--- config.mk ---
export PLATFORM = sky130hd
export DESIGN_NAME = dreq_sampler
export DESIGN_NICKNAME = d
export VERILOG_FILES = /design/src/rtl/dreq_pkg.sv /design/src/rtl/dreq_sync.sv /design/src/rtl/dreq_point.sv /design/src/rtl/dreq_te.sv /design/src/rtl/dreq_sampler.sv
export SDC_FILE = /design/constraint.sdc
export NUM_CORES = 1
export LEC_CHECK = 0
export ABC_AREA = 1
export BUFFER_PORTS_ARGS = -buffer_cell sky130_fd_sc_hd__buf_2
export CAP_MARGIN = 10
export CELL_PAD_IN_SITES_DETAIL_PLACEMENT = 2
export CELL_PAD_IN_SITES_GLOBAL_PLACEMENT = 2
export CORE_UTILIZATION = 23
export CTS_CLUSTER_DIAMETER = 150
export DETAILED_ROUTE_END_ITERATION = 12
export PLACE_DENSITY = 0.73
export SYNTH_ARGS = -nofsm -noshare
export SYNTH_HDL_FRONTEND = slang
export SYNTH_SLANG_ARGS = --single-unit
--- constraint.sdc ---
create_clock -name clk -period 1.3 [get_ports clk]
set_input_delay 0.195 -clock clk [delete_from_list [all_inputs] [get_ports clk]]
set_output_delay 0.195 -clock clk [all_outputs]
set_load 0.005 [all_outputs]
--- src/rtl/dreq_pkg.sv ---
package dreq_pkg;
  typedef enum logic [1:0] {
    ST_T1 = 2'd0,
    ST_T2 = 2'd1,
    ST_T3 = 2'd2,
    ST_T4 = 2'd3
  } bus_state_e;

  typedef struct packed {
    logic burst;
    logic level;
    logic dual;
  } dreq_cfg_t;

  typedef enum logic [1:0] {
    MODE_CS_EDGE    = 2'd0,
    MODE_CS_LEVEL   = 2'd1,
    MODE_BURST_EDGE = 2'd2,
    MODE_BURST_LVL  = 2'd3
  } dreq_mode_e;

  function automatic dreq_mode_e mode_of(dreq_cfg_t c);
    return dreq_mode_e'({c.burst, c.level});
  endfunction
endpackage

--- src/rtl/dreq_sync.sv ---
module dreq_sync #(
  parameter int SYNC_STAGES = 2
) (
  input  logic clk,
  input  logic rst_n,
  input  logic pin_n,
  input  logic hold,
  output logic lvl_n,
  output logic fall
);
  localparam int LAST = SYNC_STAGES - 1;

  logic [LAST:0] chain;
  logic          last_n;

  generate
    for (genvar i = 0; i < SYNC_STAGES; i++) begin : g_stage
      if (i == 0) begin : g_first
        always_ff @(posedge clk or negedge rst_n) begin
          if (!rst_n) chain[0] <= 1'b1;
          else        chain[0] <= pin_n;
        end
      end else begin : g_next
        always_ff @(posedge clk or negedge rst_n) begin
          if (!rst_n) chain[i] <= 1'b1;
          else        chain[i] <= chain[i-1];
        end
      end
    end
  endgenerate

  assign lvl_n = chain[LAST];

  // Edge history follows the synchronized level unless a burst freezes it.
  always_ff @(posedge clk or negedge rst_n) begin
    if (!rst_n)     last_n <= 1'b1;
    else if (!hold) last_n <= lvl_n;
  end

  assign fall = last_n & ~lvl_n;

  // a burst in progress keeps the history it had when it started.
  p_hold_freezes_r4: assert property (@(posedge clk) disable iff (!rst_n)
    $past(hold) |-> $stable(last_n));
endmodule

--- src/rtl/dreq_point.sv ---
module dreq_point
  import dreq_pkg::*;
(
  input  dreq_cfg_t  cfg,
  input  logic [1:0] bus_state,
  input  logic       bus_dma_own,
  input  logic       bus_write,
  input  logic       bus_cyc_end,
  output logic       track_pt,
  output logic       xfer_done
);
  bus_state_e st;
  assign st = bus_state_e'(bus_state);

  always_comb begin
    unique case (mode_of(cfg))
      MODE_CS_LEVEL:  track_pt = bus_dma_own && (st == ST_T2);
      MODE_BURST_LVL: track_pt = cfg.dual ? (bus_dma_own && !bus_write && (st == ST_T1))
                                          : bus_cyc_end;
      default:        track_pt = 1'b1;
    endcase
  end

  // A DMA transfer is complete at the end of its last DMA-owned cycle.
  assign xfer_done = bus_dma_own && bus_cyc_end && (!cfg.dual || bus_write);
endmodule

--- src/rtl/dreq_te.sv ---
module dreq_te (
  input  logic clk,
  input  logic rst_n,
  input  logic set,
  input  logic clr,
  output logic te
);
  always_ff @(posedge clk or negedge rst_n) begin
    if (!rst_n)   te <= 1'b0;
    else if (set) te <= 1'b1;
    else if (clr) te <= 1'b0;
  end

  p_end_sets_te_r8: assert property (@(posedge clk) disable iff (!rst_n)
    set |=> te);
  p_clear_drops_te_r9: assert property (@(posedge clk) disable iff (!rst_n)
    (te && clr && !set) |=> !te);
endmodule

--- src/rtl/dreq_sampler.sv ---
module dreq_sampler
  import dreq_pkg::*;
#(
  parameter int SYNC_STAGES = 2
) (
  input  logic       clk,
  input  logic       rst_n,
  input  logic       dreq_n,
  input  logic       cfg_burst,
  input  logic       cfg_level,
  input  logic       cfg_dual,
  input  logic [1:0] bus_state,
  input  logic       bus_dma_own,
  input  logic       bus_write,
  input  logic       bus_cyc_end,
  input  logic       xfer_end,
  input  logic       te_clear,
  output logic       xfer_req,
  output logic       te_flag
);
  dreq_cfg_t  cfg;
  dreq_mode_e mode;
  logic lvl_n, fall, track_pt, xfer_done;
  logic pend_q, run_q, track_q;
  logic samp;

  assign cfg  = '{burst: cfg_burst, level: cfg_level, dual: cfg_dual};
  assign mode = mode_of(cfg);

  dreq_sync #(.SYNC_STAGES(SYNC_STAGES)) u_sync (
    .clk(clk), .rst_n(rst_n), .pin_n(dreq_n), .hold(run_q),
    .lvl_n(lvl_n), .fall(fall));

  dreq_point u_point (
    .cfg(cfg), .bus_state(bus_state), .bus_dma_own(bus_dma_own),
    .bus_write(bus_write), .bus_cyc_end(bus_cyc_end),
    .track_pt(track_pt), .xfer_done(xfer_done));

  dreq_te u_te (
    .clk(clk), .rst_n(rst_n), .set(xfer_end), .clr(te_clear), .te(te_flag));

  // Level modes sample every clock until a low is seen, then only at track points.
  assign samp = track_q ? track_pt : 1'b1;

  always_ff @(posedge clk or negedge rst_n) begin
    if (!rst_n) begin
      pend_q  <= 1'b0;
      run_q   <= 1'b0;
      track_q <= 1'b0;
    end else if (xfer_end) begin
      pend_q  <= 1'b0;
      run_q   <= 1'b0;
      track_q <= 1'b0;
    end else if (!te_flag) begin
      unique case (mode)
        MODE_CS_LEVEL, MODE_BURST_LVL: begin
          if (samp) begin
            pend_q  <= ~lvl_n;
            track_q <= ~lvl_n;
          end
        end
        MODE_BURST_EDGE: begin
          if (!run_q && fall) begin
            run_q  <= 1'b1;
            pend_q <= 1'b1;
          end
        end
        default: begin
          if (fall)           pend_q <= 1'b1;
          else if (xfer_done) pend_q <= 1'b0;
        end
      endcase
    end
  end

  assign xfer_req = pend_q;

  p_te_blocks_req_r10: assert property (@(posedge clk) disable iff (!rst_n)
    te_flag |-> !xfer_req);
  p_burst_holds_r4: assert property (@(posedge clk) disable iff (!rst_n)
    (run_q && !xfer_end) |=> xfer_req);
  p_track_steady_r7: assert property (@(posedge clk) disable iff (!rst_n)
    (cfg_level && track_q && !track_pt && !xfer_end && !te_flag) |=> $stable(xfer_req));
  p_edge_needs_fall_r3: assert property (@(posedge clk) disable iff (!rst_n)
    (!cfg_level && !cfg_burst && !xfer_req && !(fall && !te_flag)) |=> !xfer_req);
endmodule

# Word-level counts from Yosys, hierarchy flattened
# Cells that the tools add are included.
[op_classes]
eq_ne = 7
muxes = 18
bitwise_logic = 2
n_reduce_logical = 21
[ops]
columns = ["operator", "n"]
rows = [
  ["2-to-1 mux 1 bit", 16],
  ["nonzero test 2 bit", 5],
  ["logical AND 1 bit", 6],
  ["!= test 3 bit, second input constant", 2],
  ["AND reduction 3 bit", 2],
  ["nonzero test 5 bit", 1],
  ["== test 2 x 1 -> 1 bit, second input constant", 2],
  ["== test 2 bit, second input constant", 2],
  ["one-hot mux 1 bit (2 select lines)", 2],
  ["AND reduction 4 bit", 1],
  ["logical NOT 1 bit", 3],
  ["logical NOT 2 bit", 1],
  ["!= test 2 bit, second input constant", 1],
  ["OR reduction 2 bit", 1],
  ["bitwise AND 1 bit", 1],
  ["logical OR 1 bit", 1],
  ["NOT 1 bit", 1],
]
[word_totals]
register_bits = 7
in_bits = 13
out_inout_bits = 2
word_cells = 55

# Logic depth before layout (Yosys ltp)
[depth]
word_depth = 10
mapped_depth = 9
depth_no_buf = 9

# Hierarchy
# A second synthesis with hierarchy kept.
[hier_totals]
cells_unflattened = 62
area_unflattened_um2 = 427.9
[by_module_without_submodules]
columns = ["module", "instances", "cells_per_inst", "area_each_um2", "seq_area_each_um2"]
rows = [
  ["dreq_sampler", 1, 35, 222.7, 75.1],
  ["dreq_sync", 1, 9, 103.8, 78.8],
  ["dreq_point", 1, 13, 61.3, 0.0],
  ["dreq_te", 1, 5, 40.0, 25.0],
]

# Worst setup path before layout
# OpenSTA, ideal clock, no wires.
[synth_timing]
path_kind = "reg2reg"
from = "reg u_sync.chain[1] (netlist: u_sync.lvl_n)"
to = "reg pend_q (netlist: xfer_req)"
setup_ns = 0.116
arrival_ns = 0.961
required_ns = 1.184
slack_ns = 0.223
stages_incl_launch_ff = 8
n_path_buf = 0
synth_period_minus_slack_ns = 1.077
cell_sequence = "dfstp_2 clkinv_1 nand2_1 nand3_1 nor2_1 nor2_1 nand3_1 nand2_1"
[synth_between]
elab_chain_cells = 6
elab_cells_between_ends = 11
cone_classes = "eq/ne: 1; mux: 5; bitwise: 2; reduce/logical: 3"
[synth_lines]
columns = ["element", "line", "source"]
rows = [
  ["start, declared", "dreq_sync.sv:13", "logic [LAST:0] chain;"],
  ["start signal, assigned by index", "dreq_sync.sv:26", "else chain[i] <= chain[i-1];"],
  ["NOT 1 bit *", "dreq_sync.sv:40, dreq_sampler.sv:58", ""],
  ["bitwise AND 1 bit", "dreq_sync.sv:40", "assign fall = last_n & ~lvl_n;"],
  ["2-to-1 mux 1 bit", "dreq_sampler.sv:69", "if (fall) pend_q <= 1'b1;"],
  ["one-hot mux 1 bit (2 select lines)", "dreq_sampler.sv:55", "unique case (mode)"],
  ["2-to-1 mux 1 bit", "dreq_sampler.sv:54", "end else if (!te_flag) begin"],
  ["2-to-1 mux 1 bit", "dreq_sampler.sv:50", "end else if (xfer_end) begin"],
  ["end signal, assigned", "dreq_sampler.sv:58", "pend_q <= ~lvl_n;"],
  ["end, declared", "dreq_sampler.sv:24", "logic pend_q, run_q, track_q;"],
]
# Mark *: on every way between the ends. The rest lies on a longest branch, timed or not. The select of a mux whose other input is x is not followed.
# A chain may end at the register's enable or synchronous reset.

# Final worst setup path
[layout_timing]
from = "reg u_sync.last_n"
to = "reg pend_q (netlist: xfer_req)"
[layout_between]
elab_chain_cells = 5
elab_cells_between_ends = 9
cone_classes = "eq/ne: 1; mux: 4; bitwise: 1; reduce/logical: 3"
[layout_lines]
columns = ["element", "line", "source"]
rows = [
  ["start, declared", "dreq_sync.sv:14", "logic last_n;"],
  ["start signal, assigned", "dreq_sync.sv:37", "else if (!hold) last_n <= lvl_n;"],
  ["bitwise AND 1 bit *", "dreq_sync.sv:40", ""],
  ["2-to-1 mux 1 bit", "dreq_sampler.sv:69", ""],
  ["one-hot mux 1 bit (2 select lines)", "dreq_sampler.sv:55", ""],
  ["2-to-1 mux 1 bit", "dreq_sampler.sv:54", ""],
  ["2-to-1 mux 1 bit", "dreq_sampler.sv:50", ""],
]
# Marked as above.

==> results.tsv <==
stage	metric	value	unit
clock_network	cts_sinks	7	
synthesis	syn_area	401.6	um^2
synthesis	synth_compound_area_frac	0.06854	
synthesis	synth_top_cell_area_share	0.2492	
floorplan	dieArea	0.001918	mm^2
detailed_routing	wl	1164	um
worst_hold_path	min_path_cells	1	
placed_design	port_buffers	14	
placed_design	dpl.hpwl	923.7	um
critical_path	critPathMaxStageDelay	0.55	ns
synthesis	syn_inst	58	
clock_network	clock_path_buffers	2	
final_layout	nets	91	
floorplan	start_util	0.2548	
critical_path	cpMaxStageDelayCell	dfstp_2	
critical_path	critPathLaunch	u_sync.last_n	
grt	grt_remaining_overflow	0	
timing	hold_ws	0.04491	ns
critical_path	worst-path-stages	7	
detailed_routing	vias	436	
synthesis	yosys.area_share.simple	0.4019	
critical_path	reg2regPathDepth	7	
final_layout	syn2layout_area_growth	32.09	%
timing	rsz0062_at_grt	no	
grt	grt_pass1_wl	1973	um
run	max-cap-violations	0	
clock_network	numCtsBuffers	3	
floorplan	row_count	14	
grt	grt_pass1_vias	465	
synthesis	syn-num-nets	71	
critical_path	cpMostUsedCell	nand2_1	
critical_path	rr_startpoint	u_sync.last_n	
synthesis	synth_seq_area_share	0.4455	
timing	skew	0.01329	ns
timing	tns	0	ns
final_layout	fillers	211	
pwr	power_density	1049	mW/mm^2
detailed_routing	drc	1	
detailed_routing	ant_nets	0	
worst_hold_path	hold_path.class	in2reg	
critical_path	path_class	reg2reg	
status	violations	DRC	
timing	period_needed	1.219	ns
detailed_routing	wl_per_cell	12.52	um
critical_path	critPathTopFamily	simple AND/OR/NAND/NOR gates	
critical_path	path_cells	nand3_1, nand3_1, nand2_1, nor2_1, nand2_1, nand2_1, nand2_1	
clock_network	root_buffer	clkbuf_4	
critical_path	cp.arrival	1.37	ns
synthesis	ys_types	14	
floorplan	core	0.001577	mm^2
synthesis	muxShareOfSynthArea	0	
critical_path	rr_endpoint	xfer_req	
grt	track_usage	0.1475	
placed_design	gp_congestion	0.7216	
floorplan	ios	15	
detailed_routing	drt_iter0_drc	4	
detailed_routing	dr.pass1.iters	8	
critical_path	required	1.45	ns
worst_hold_path	hold_end	u_sync.chain[0]	
pwr	p_leak	0.2912	nW
timing	report.final.slew_viol_count	0	
timing	hold_viol	0	
timing	worstMarginPinSlew	0.2920	ns
timing	setup_slack	0.08126	ns
clock_network	cts_tree	done	
clock_network	cts_setup_buffers	0	
synthesis	synth_area_per_cell	6.925	um^2
placed_design	dpl_cell_area	491.7	um^2
timing	fin_crit_sh	0.9375	
clock_network	htreeDepth	1	
timing	relSlewSlack	0.8033	
final_layout	antenna_cells	0	
floorplan	chipHeight	43.79	um
synthesis	yosysWarnings	0	
synthesis	yosysTopAreaCell	dfrtp_1	
grt	grt_max_degree	8	
final_layout	final_area	530.5	um^2
pwr	p_total	0.5566	mW
placed_design	post-place-ws	0.009730	ns
synthesis	synthXorXnorAreaFrac	0	
status	status	finished with violations	
synthesis	synth_area_leaders	dfrtp_1 (25%), dfstp_2 (20%), nand2_1 (16%)	
pwr	irDropWorstVdd	0.5024	mV
critical_path	worst_setup_path_start_kind	register	
synthesis	ys_ff_latch	7	
clock_network	cts.clk_slew.worst_paths	0.06	ns
grt	antenna_found_initial	0	
critical_path	critPathBufInv	0	
final_layout	drive_gt1_frac	0.3506	
synthesis	yosys.area_share.adder	0	
worst_hold_path	holdCritStartpoint	dreq_n	
detailed_routing	avgViaCountPerCell	4.688	
critical_path	end_kind	register	
synthesis	synth_top_family_by_area	simple AND/OR/NAND/NOR gates	
timing	setup_viol	0	
critical_path	r2r_setup_slack	0.08	ns
clock_network	clk_latency	0.26	ns
timing	max_freq	0.8205	GHz
floorplan	dieWidth	43.79	um
critical_path	crit_fanout	3	
worst max path at each step:
stage                    end  slack, ns
floorplan           xfer_req       0.22
global placement    xfer_req       0.08
detailed placement  xfer_req       0.01
CTS                 xfer_req       0.03
global route        xfer_req       0.02
finish              xfer_req       0.08
synthesized netlist by cell type:
cell type,count
inv_1,6
dfrtp_1,4
dfstp_2,3
inv_2,2
nor3_2,1
o21ai_0,3
clkinv_1,1
a21oi_1,1
nand3_1,9
nand2_2,1
o21a_1,1
nor2_1,8
nand2_1,17
nor2_2,1
per-stage QoR:
| stage | cells | util |
|---|---|---|
| floorplan | 58 | - |
| global placement | 88 | 0.3119 |
| detailed placement | 88 | 0.3119 |
| CTS | 93 | 0.3349 |
| global route | 93 | 0.3365 |
| finish | 93 | 0.3365 |
cell families after synthesis:
family / Yosys count
and+or+nand+nor: 37
buffers and inverters: 9
DFF: 7
AOI/OAI and AO/OA: 5
what timing repair did:
item	in CTS	in global routing
hold buffers	1	0
setup endpoints to repair	0	1
endpoints found under the hold margin	7	0
resized for setup	0	2
sequential cells by signal, indices dropped and copies added (netlist names):
name	cells
u_sync.chain	1
run_q	1
u_te.te	1
track_q	1
xfer_req	1
u_sync.last_n	1
u_sync.lvl_n	1
worst register-to-register path: stages, from the launching register on:
cell and delay [ns]:
dfstp_2 0.55, nand3_1 0.11, nand3_1 0.09, nand2_1 0.05
nor2_1 0.14, nand2_1 0.08, nand2_1 0.05, nand2_1 0.04
layer usage:
metal / share of wire / GRT usage
met1: 0.47 / 0.1799
met3: 0.052 / 0.07500
met5: 0 / 0
met4: 0 / 0.01875
met2: 0.48 / 0.2388
cells in the final DEF, fill, tap and decap left out:
master / count
nor2_2: 1
nand3_1: 9
dfstp_2: 3
nand2_1: 16
dfrtp_1: 4
a21oi_1: 1
clkbuf_1: 1
clkbuf_4: 3
o21a_1: 1
inv_1: 6
o21ai_0: 3
nand2_2: 2
nor2_1: 8
buf_2: 14
inv_2: 3
nor3_2: 1
dlygate4sd3_1: 1
layout make-up:
cell class / count / area, um^2 / area share
Clock buffer: 4 / 26.28 / 0.04953
Inverter: 9 / 33.78 / 0.06368
Multi-Input combinational cell: 42 / 191.4 / 0.3608
Sequential cell: 7 / 178.9 / 0.3373
Tap cell: 16 / 20.02 / 0.03774
Timing Repair Buffer: 15 / 80.08 / 0.1509
power breakdown:
part | total (mW) | internal, mW | switching, mW | leakage (nW)
Clock | 0.206 | 0.118 | 0.0880 | 0.0150
Combinational | 0.100 | 0.0423 | 0.0580 | 0.195
Sequential | 0.251 | 0.239 | 0.0114 | 0.0817
(Power assumes the default switching activity.)
